===== config.mk =====
export PLATFORM = sky130hd
export DESIGN_NAME = runahead_ctrl
export DESIGN_NICKNAME = d
export VERILOG_FILES = /design/src/rtl/ra_pkg.sv /design/src/rtl/ra_mode_fsm.sv /design/src/rtl/ra_ckpt_store.sv /design/src/rtl/ra_poison_bits.sv /design/src/rtl/runahead_ctrl.sv
export SDC_FILE = /design/constraint.sdc
export NUM_CORES = 2
export LEC_CHECK = 0
export ABC_AREA = 1
export BUFFER_PORTS_ARGS = -buffer_cell sky130_fd_sc_hd__buf_2
export CORE_ASPECT_RATIO = 0.6
export CORE_MARGIN = 2
export CORE_UTILIZATION = 40
export DETAILED_ROUTE_END_ITERATION = 6
export PLACE_DENSITY = 0.64
export SLEW_MARGIN = 30
export SYNTH_ARGS = -nofsm -noshare
export SYNTH_HDL_FRONTEND = slang
export SYNTH_SLANG_ARGS = --single-unit

===== constraint.sdc =====
create_clock -name clk -period 8.5 [get_ports clk]
set_input_delay 2.125 -clock clk [delete_from_list [all_inputs] [get_ports clk]]
set_output_delay 2.125 -clock clk [all_outputs]
set_load 0.02 [all_outputs]

===== src/rtl/ra_pkg.sv =====
package ra_pkg;
  typedef enum logic [1:0] {
    RA_NORMAL  = 2'd0,
    RA_SAVE    = 2'd1,
    RA_RUN     = 2'd2,
    RA_RESTORE = 2'd3
  } ra_state_e;
endpackage


===== src/rtl/ra_mode_fsm.sv =====
module ra_mode_fsm
  import ra_pkg::*;
#(
  parameter int NUM_ARCH = 32,
  localparam int AIDX_W = $clog2(NUM_ARCH)
) (
  input  logic              clk,
  input  logic              rst_n,
  input  logic              enter_i,
  input  logic              fill_i,
  output ra_state_e         state_o,
  output logic [AIDX_W-1:0] step_o,
  output logic              last_o
);
  localparam logic [AIDX_W-1:0] LastStep = AIDX_W'(NUM_ARCH - 1);

  ra_state_e         state_q, state_d;
  logic [AIDX_W-1:0] step_q, step_d;
  logic              step_en;
  logic              pend_q, pend_d;
  logic              last;

  assign last = (step_q == LastStep);

  always_comb begin
    state_d = state_q;
    step_d  = step_q;
    pend_d  = pend_q;
    step_en = 1'b0;
    unique case (state_q)
      RA_NORMAL: begin
        pend_d = 1'b0;
        if (enter_i) begin
          state_d = RA_SAVE;
          step_d  = '0;
          step_en = 1'b1;
        end
      end
      RA_SAVE: begin
        step_en = 1'b1;
        if (fill_i) pend_d = 1'b1;
        if (last) begin
          step_d  = '0;
          pend_d  = 1'b0;
          state_d = (pend_q || fill_i) ? RA_RESTORE : RA_RUN;
        end else begin
          step_d = step_q + 1'b1;
        end
      end
      RA_RUN: begin
        if (fill_i) begin
          state_d = RA_RESTORE;
          step_d  = '0;
          step_en = 1'b1;
        end
      end
      RA_RESTORE: begin
        step_en = 1'b1;
        if (last) begin
          state_d = RA_NORMAL;
          step_d  = '0;
        end else begin
          step_d = step_q + 1'b1;
        end
      end
      default: state_d = RA_NORMAL;
    endcase
  end

  always_ff @(posedge clk or negedge rst_n) begin
    if (!rst_n) begin
      state_q <= RA_NORMAL;
      pend_q  <= 1'b0;
    end else begin
      state_q <= state_d;
      pend_q  <= pend_d;
    end
  end

  always_ff @(posedge clk or negedge rst_n) begin
    if (!rst_n) begin
      step_q <= '0;
    end else if (step_en) begin
      step_q <= step_d;
    end
  end

  assign state_o = state_q;
  assign step_o  = step_q;
  assign last_o  = last;
endmodule


===== src/rtl/ra_ckpt_store.sv =====
module ra_ckpt_store #(
  parameter int NUM_ARCH = 32,
  parameter int XLEN     = 32,
  parameter int PIDX_W   = 7,
  parameter int PC_W     = 32,
  parameter int GHR_W    = 16,
  parameter int RAS_W    = 128,
  localparam int AIDX_W  = $clog2(NUM_ARCH)
) (
  input  logic              clk,
  input  logic              snap_en,
  input  logic [PC_W-1:0]   snap_pc,
  input  logic [RAS_W-1:0]  snap_ras,
  input  logic [GHR_W-1:0]  snap_ghr,
  input  logic              cap_en,
  input  logic [AIDX_W-1:0] cap_idx,
  input  logic [XLEN-1:0]   cap_data,
  input  logic [PIDX_W-1:0] cap_map,
  input  logic [AIDX_W-1:0] rd_idx,
  output logic [XLEN-1:0]   rd_data,
  output logic [PIDX_W-1:0] rd_map,
  output logic [PC_W-1:0]   pc_o,
  output logic [RAS_W-1:0]  ras_o,
  output logic [GHR_W-1:0]  ghr_o
);
  logic [XLEN-1:0]   data_mem [NUM_ARCH];
  logic [PIDX_W-1:0] map_mem  [NUM_ARCH];
  logic [PC_W-1:0]   pc_q;
  logic [RAS_W-1:0]  ras_q;
  logic [GHR_W-1:0]  ghr_q;

  for (genvar g = 0; g < NUM_ARCH; g++) begin : g_entry
    logic wr_here;
    assign wr_here = cap_en && (cap_idx == AIDX_W'(g));
    always_ff @(posedge clk) begin
      if (wr_here) begin
        data_mem[g] <= cap_data;
        map_mem[g]  <= cap_map;
      end
    end
  end

  always_ff @(posedge clk) begin
    if (snap_en) begin
      pc_q  <= snap_pc;
      ras_q <= snap_ras;
      ghr_q <= snap_ghr;
    end
  end

  assign rd_data = data_mem[rd_idx];
  assign rd_map  = map_mem[rd_idx];
  assign pc_o    = pc_q;
  assign ras_o   = ras_q;
  assign ghr_o   = ghr_q;
endmodule


===== src/rtl/ra_poison_bits.sv =====
module ra_poison_bits #(
  parameter int NUM_PHYS = 128,
  localparam int PIDX_W  = $clog2(NUM_PHYS)
) (
  input  logic              clk,
  input  logic              rst_n,
  input  logic              clr_all,
  input  logic              mark_en,
  input  logic [PIDX_W-1:0] mark_idx,
  input  logic              upd_en,
  input  logic [PIDX_W-1:0] upd_idx,
  input  logic              upd_val,
  input  logic [PIDX_W-1:0] src0,
  input  logic [PIDX_W-1:0] src1,
  output logic              src0_bad,
  output logic              src1_bad
);
  logic [NUM_PHYS-1:0] bits_q, bits_d;
  logic                bits_en;

  assign bits_en = clr_all || mark_en || upd_en;

  always_comb begin
    bits_d = bits_q;
    if (upd_en)  bits_d[upd_idx]  = upd_val;
    if (mark_en) bits_d[mark_idx] = 1'b1;
    if (clr_all) bits_d = '0;
  end

  always_ff @(posedge clk or negedge rst_n) begin
    if (!rst_n) begin
      bits_q <= '0;
    end else if (bits_en) begin
      bits_q <= bits_d;
    end
  end

  assign src0_bad = bits_q[src0];
  assign src1_bad = bits_q[src1];
endmodule


===== src/rtl/runahead_ctrl.sv =====
module runahead_ctrl
  import ra_pkg::*;
#(
  parameter int NUM_ARCH = 32,
  parameter int NUM_PHYS = 128,
  parameter int XLEN     = 32,
  parameter int PC_W     = 32,
  parameter int GHR_W    = 16,
  parameter int RAS_N    = 4,
  localparam int AIDX_W  = $clog2(NUM_ARCH),
  localparam int PIDX_W  = $clog2(NUM_PHYS),
  localparam int RAS_W   = RAS_N * PC_W
) (
  input  logic              clk,
  input  logic              rst_n,
  input  logic              head_vld,
  input  logic              head_is_mem,
  input  logic              head_miss,
  input  logic [PC_W-1:0]   head_pc,
  input  logic [PIDX_W-1:0] head_dst,
  input  logic              mem_fill,
  output logic [AIDX_W-1:0] arf_rd_idx,
  input  logic [XLEN-1:0]   arf_rd_data,
  input  logic [PIDX_W-1:0] map_rd_data,
  input  logic [RAS_W-1:0]  ras_in,
  input  logic [GHR_W-1:0]  ghr_in,
  input  logic              iss_vld,
  input  logic [PIDX_W-1:0] iss_src0,
  input  logic [PIDX_W-1:0] iss_src1,
  input  logic [PIDX_W-1:0] iss_dst,
  input  logic              iss_wr_dst,
  input  logic              iss_is_br,
  input  logic              iss_ld_miss,
  output logic              iss_skip,
  output logic              br_use_pred,
  output logic              runahead,
  output logic              busy,
  output logic              commit_block,
  output logic              rst_wr_en,
  output logic [AIDX_W-1:0] rst_wr_idx,
  output logic [XLEN-1:0]   rst_wr_data,
  output logic [PIDX_W-1:0] rst_map_phys,
  output logic              redirect_vld,
  output logic [PC_W-1:0]   redirect_pc,
  output logic [RAS_W-1:0]  ras_restore,
  output logic [GHR_W-1:0]  ghr_restore
);
  ra_state_e         state;
  logic [AIDX_W-1:0] step;
  logic              last;
  logic              enter, in_save, in_restore, in_ra, leave;
  logic              bad0, bad1, any_bad;

  // Entry qualifies only from normal mode; later misses are ignored.
  assign enter      = (state == RA_NORMAL) && head_vld && head_is_mem && head_miss;
  assign in_save    = (state == RA_SAVE);
  assign in_restore = (state == RA_RESTORE);
  assign in_ra      = (state != RA_NORMAL);
  assign leave      = in_restore && last;

  ra_mode_fsm #(.NUM_ARCH(NUM_ARCH)) u_fsm (
    .clk     (clk),
    .rst_n   (rst_n),
    .enter_i (enter),
    .fill_i  (mem_fill),
    .state_o (state),
    .step_o  (step),
    .last_o  (last)
  );

  ra_ckpt_store #(
    .NUM_ARCH(NUM_ARCH), .XLEN(XLEN), .PIDX_W(PIDX_W),
    .PC_W(PC_W), .GHR_W(GHR_W), .RAS_W(RAS_W)
  ) u_store (
    .clk      (clk),
    .snap_en  (enter),
    .snap_pc  (head_pc),
    .snap_ras (ras_in),
    .snap_ghr (ghr_in),
    .cap_en   (in_save),
    .cap_idx  (step),
    .cap_data (arf_rd_data),
    .cap_map  (map_rd_data),
    .rd_idx   (step),
    .rd_data  (rst_wr_data),
    .rd_map   (rst_map_phys),
    .pc_o     (redirect_pc),
    .ras_o    (ras_restore),
    .ghr_o    (ghr_restore)
  );

  ra_poison_bits #(.NUM_PHYS(NUM_PHYS)) u_poison (
    .clk      (clk),
    .rst_n    (rst_n),
    .clr_all  (leave),
    .mark_en  (enter),
    .mark_idx (head_dst),
    .upd_en   (in_ra && iss_vld && iss_wr_dst),
    .upd_idx  (iss_dst),
    .upd_val  (any_bad || iss_ld_miss),
    .src0     (iss_src0),
    .src1     (iss_src1),
    .src0_bad (bad0),
    .src1_bad (bad1)
  );

  assign any_bad      = bad0 || bad1;
  assign iss_skip     = in_ra && iss_vld && any_bad;
  assign br_use_pred  = iss_skip && iss_is_br;
  assign arf_rd_idx   = in_save ? step : '0;
  assign rst_wr_en    = in_restore;
  assign rst_wr_idx   = in_restore ? step : '0;
  assign redirect_vld = leave;
  assign runahead     = in_ra;
  assign busy         = in_save || in_restore;
  assign commit_block = in_ra;
endmodule


# After elaboration in Yosys (flattened, before gate mapping)
# Memories as Yosys holds them, arrays and structs flattened.
# Cells that the tools add are included.
# op_classes
n_addsub	1
order_cmp	6
eq_ne	39
mux	280
n_bitwise	1
reduce_logical	118
# ops
cell	n
2-to-1 mux 32 bit	31
OR reduction 32 bit	31
2-to-1 mux 128 bit	3
2-to-1 mux 5 bit	67
2-to-1 mux 7 bit	31
OR reduction 7 bit	31
2-to-1 mux 1 bit	135
bitwise mux 128 bit	1
bitwise OR 128 bit	1
equality test 5 bit, second input constant	16
logical AND 1 bit	42
equality test 5 x 4 -> 1 bit, second input constant	8
< comparator 7 x 8 -> 1 bit, second input constant	4
equality test 5 x 3 -> 1 bit, second input constant	4
one-hot mux 5 bit (3 select lines)	1
binary-select mux 1 bit (select 7 bit)	2
demux 1 bit (select 7 bit)	2
>= comparator 7 x 1 -> 1 bit, second input constant	2
equality test 5 x 2 -> 1 bit, second input constant	2
2-to-1 mux 2 bit	4
one-hot mux 2 bit (4 select lines)	1
logical OR 1 bit	6
!= test 2 bit, second input constant	3
adder 5 x 1 -> 5 bit, second input constant	1
14 further kinds	16
# totals
ff_bits	312
mem_bits_rw	1248
input_bits	253
out_inout_bits	232
word_cells	454
mem_count	2
# memory_table
name	words	word_bits	rd	rd_clocked_by_memory_dff	wr	line	rtl
u_store.data_mem	32	32	1	0	1	ra_ckpt_store.sv:26	logic [XLEN-1:0] data_mem [NUM_ARCH];
u_store.map_mem	32	7	1	0	1	ra_ckpt_store.sv:27	logic [PIDX_W-1:0] map_mem [NUM_ARCH];

# Longest topological paths before layout
# depth
word_depth	36
depth_mapped	16
depth_no_buf	13

# Modules after synthesis
# From an unflattened synthesis, not the netlist that was laid out.
# unflattened
cells_unflattened	6100
area_unflattened_um2	65773.1
# modules_own_cells
module	n_inst	cells_each	area_per_inst_um2
ra_ckpt_store	1	4453	55499.5
ra_poison_bits	1	1544	9570.4
ra_mode_fsm	1	66	538.0
runahead_ctrl	1	37	165.2

# Least setup slack after synthesis
# No wires, ideal clock.
# synth_path
path_kind	in2reg
start	in head_miss
end	reg u_fsm.step_q[3] (netlist: u_fsm.step_o[3])
setup_ns	0.088
arrival_time_ns	6.927
setup_slack_ns	1.485
cell_stages	7
n_path_buf	0
path_cell_list	nand4_1 > inv_1 > o22ai_1 > nor2_1 > inv_1 > o21ai_0 > nor3b_1
# synth_via
elab_chain_cells	4
word_cells_on_any_way	5
classes_between	eq/ne (1); mux (2); reduce/logical (2)
# synth_lines
element	line	rtl
start: declaration	runahead_ctrl.sv:18	input logic head_miss,
logical AND 1 bit *	runahead_ctrl.sv:55	assign enter = (state == RA_NORMAL) && head_vld && head_is_mem && head_miss;
net enter	runahead_ctrl.sv:51	logic enter, in_save, in_restore, in_ra, leave;
2-to-1 mux 1 bit	ra_mode_fsm.sv:33	if (enter_i) begin
one-hot mux 1 bit (3 select lines)	ra_mode_fsm.sv:30	unique case (state_q)
AND reduction 3 bit (no line) *	-	
end signal: assignment	ra_mode_fsm.sv:84	step_q <= step_d;
end: declaration	ra_mode_fsm.sv:18	logic [AIDX_W-1:0] step_q, step_d;
# The timed path passes the listed nets; every way through them passes the cells marked *.
# A chain may end at the register's enable or synchronous reset.

# Worst setup path in the final report
# layout_path
start	in iss_src1[0]
end	out br_use_pred
# layout_via
elab_chain_cells	5
# layout_lines
element	line	rtl
start: declaration	runahead_ctrl.sv:29	input logic [PIDX_W-1:0] iss_src1,
binary-select mux 1 bit (select 7 bit)	ra_poison_bits.sv:39	assign src1_bad = bits_q[src1];
2-to-1 mux 1 bit (implied by the code)	ra_poison_bits.sv:39	
logical OR 1 bit	runahead_ctrl.sv:107	assign any_bad = bad0 || bad1;
logical AND 1 bit	runahead_ctrl.sv:108	assign iss_skip = in_ra && iss_vld && any_bad;
logical AND 1 bit	runahead_ctrl.sv:109	assign br_use_pred = iss_skip && iss_is_br;
end: declaration	runahead_ctrl.sv:35	output logic br_use_pred,
# No other way between the ends. The select of a mux whose other input is x is not followed.

==> metrics.cfg <==
[logic_synthesis]
synth.cell_area_um2 = 63800
synth_seq_cells = 1560
synthDistinctLibCells = 29
synth-seq-area-share = 0.723
synthFlopType = edfxtp_1
ys_async_sr_fraction = 0.0872
synth-edff-count = 1424
synth_nets = 5626
synthCells = 5363
yosys_warnings = 0
syn_area_per_cell_um2 = 11.9

[sta]
clock_skew_ns = 0.0633
setup_violations = 0
finalHoldViolations = 0
drv_slew = 0
max-slew-margin-rel = 0.291
worst_slew_pin_slew_ns = 1.06
timing.fmax_mhz = 139
min_period_ns = 7.21
setup_tns_ns = 0
rsz0062_at_grt = no
fin_crit_sh = 0.849

[status]
status = finished with violations
violations = design-rule violations

[grt]
grt_pass1_wl_um = 299000
gr-total-overflow = 0
grt_max_degree = 176
antenna_found_initial = 29
grt_use_total = 0.250
grt_pass1_vias = 41600

[clock_tree]
tritoncts = yes
cts.sinks = 1560
clk_latency_ns = 0.80
clock_path_buffers = 3
path_clk_slew_ns = 0.06
holdBufCountCts = 0
htreeDepth = 4
ctsRootBufferMaster = clkbuf_16
cts.repair.resized = 0
numCtsBuffers = 145
post_cts_buffers = 0

[floorplan]
row_count = 113
die-height_um = 313
dieArea_um2 = 163000
die_w_um = 520
initial_core_util = 0.403
core_um2 = 158000
ioPinCount = 485

[final_layout]
layout-drive-gt1-share = 0.142
layout_common_cells = edfxtp_1, nor2_1, o21ai_0
nFillCells = 14200
design_area_um2 = 73200
mostFrequentLayoutCell = edfxtp_1
nets = 5983
syn2layout_area_growth_pct = 14.8
fin_util = 0.462

[critical_path]
endpoint_kind = output port
crit_path_start_kind = input port
arrival_ns = 5.09
worstSetupPathType = in -> out
path_max_fanout = 65
cp.required_ns = 6.38

[pwr]
p_sw_frac = 0.349
internal_power_uw = 13800
leakage_uw = 0.0249
ir_drop_mv = 0.218
combPwrFrac = 0.273
pwr-share-clk = 0.307
power_uw = 21200
p_switching_uw = 7410
power_density_nw_per_um2 = 290
seqPwrFrac = 0.420

[routing]
num_vias = 46300
drt_wl_total_um = 211000
wire_per_inst_um = 26.4
drt_iter0_markers = 7473
via_per_inst = 5.81
drtAntennaViolNets = 0
dr.pass1.iters = 7
drc_errors = 1

[placement]
portBuffers = 484
dp_hpwl_um = 122000
dpl_cell_area_um2 = 68500
place_congestion = 0.926

[hold_path]
hold_path_class = reg -> reg

[job]
max-cap-violations = 0

[cells by family after synthesis]
kind of cell,count (synthesis),synth area share
buffers and inverters,605,0.0393
adder cells (fa/ha/maj),10,0.00196
AND/OR/NAND/NOR,1807,0.113
AO/OA/AOI/OAI,1381,0.123
flip-flops,1560,0.723
[cell type report]
| class | instances | area [um^2] | share of cell area |
|---|---|---|---|
| antenna | 11 | 27.5 | 0.000376 |
| clock buffer | 175 | 3800 | 0.0519 |
| clock inverter | 86 | 872 | 0.0119 |
| inverter | 241 | 932 | 0.0127 |
| multi-input combinational | 3198 | 15400 | 0.211 |
| sequential | 1560 | 46200 | 0.631 |
| tap | 2127 | 2660 | 0.0363 |
| timing repair buffer | 574 | 3320 | 0.0453 |
[state kept, by name, summed over array words and instances, names as in the netlist]
name              count
u_store.map_mem     224
u_poison.bits_q     128
u_fsm.step_o          5
u_store.pc_o         32
u_store.ras_o       128
u_fsm.state_o         2
u_store.data_mem   1024
u_fsm.pend_q          1
u_store.ghr_o        16
[synthesized netlist by cell type, types with 38 or more instances]
library cell | count | area (um^2)
o22ai_1 | 313 | 1960
inv_1 | 234 | 878
dfrtp_1 | 136 | 3400
a22oi_1 | 81 | 608
nor2_1 | 850 | 3190
o21ai_0 | 741 | 3710
buf_2 | 65 | 325
a221oi_1 | 38 | 333
edfxtp_1 | 1424 | 42800
a21oi_1 | 153 | 766
nand3_1 | 261 | 1310
clkbuf_1 | 255 | 957
nand2_1 | 658 | 2470
[power by group through the flow]
stage	sequential, uW	combinational, uW	clock (uW)
6_report	8930	5800	6510
5_1_grt	8940	6240	6920
4_1_cts	8920	5700	6610
3_5_place_dp	9080	5680	0
3_3_place_gp	9080	5610	0
2_1_floorplan	9000	3510	0
[metrics by stage]
stage                     std cells  setup slack (ns)  hold WS, ns
after floorplan                5363              1.48        0.504
after global placement         7692              1.66        0.521
after detailed placement       7697              1.66        0.535
after CTS                      7958              1.65        0.545
after global routing           7961             0.986        0.569
final                          7972              1.29        0.540
[critical path: stages]
cell and delay, ns:
buf_2 0.09, buf_4 0.53, clkinv_2 0.86, nand2_1 0.24, nand3_1 0.11, nand3_1 0.11, nand3_1 0.15, nand3_1 0.12
nand2_1 0.06, nand2_1 0.06, nand3_1 0.07, nand2_1 0.13, nand2_1 0.10, nand3_1 0.09, nor2_1 0.05, buf_2 0.15
[worst paths after layout]
check                                 from                     end  slack, ns  depth (start not counted)
hold reg to reg               u_fsm.pend_q            u_fsm.pend_q       0.54                          2
setup / recovery               iss_src1[0]             br_use_pred       1.29                         16
min in group asynchronous            rst_n     u_poison.bits_q[82]       1.37                          1
hold / removal                u_fsm.pend_q            u_fsm.pend_q       0.54                          2
setup reg to reg           u_fsm.step_o[0]  u_store.data_mem[6][7]       4.18                          6
max in group asynchronous            rst_n     u_poison.bits_q[57]       5.75                          2
[routing by layer]
layer  wire length (um)  up-vias  track usage
met5                105        -            0
met4               4910       16       0.0661
met3              29400      327       0.0797
met2              82300     2859        0.315
met1              94200    23000        0.403
li1                   -    20100            -
No activity file was read; power rests on OpenSTA's default activity.
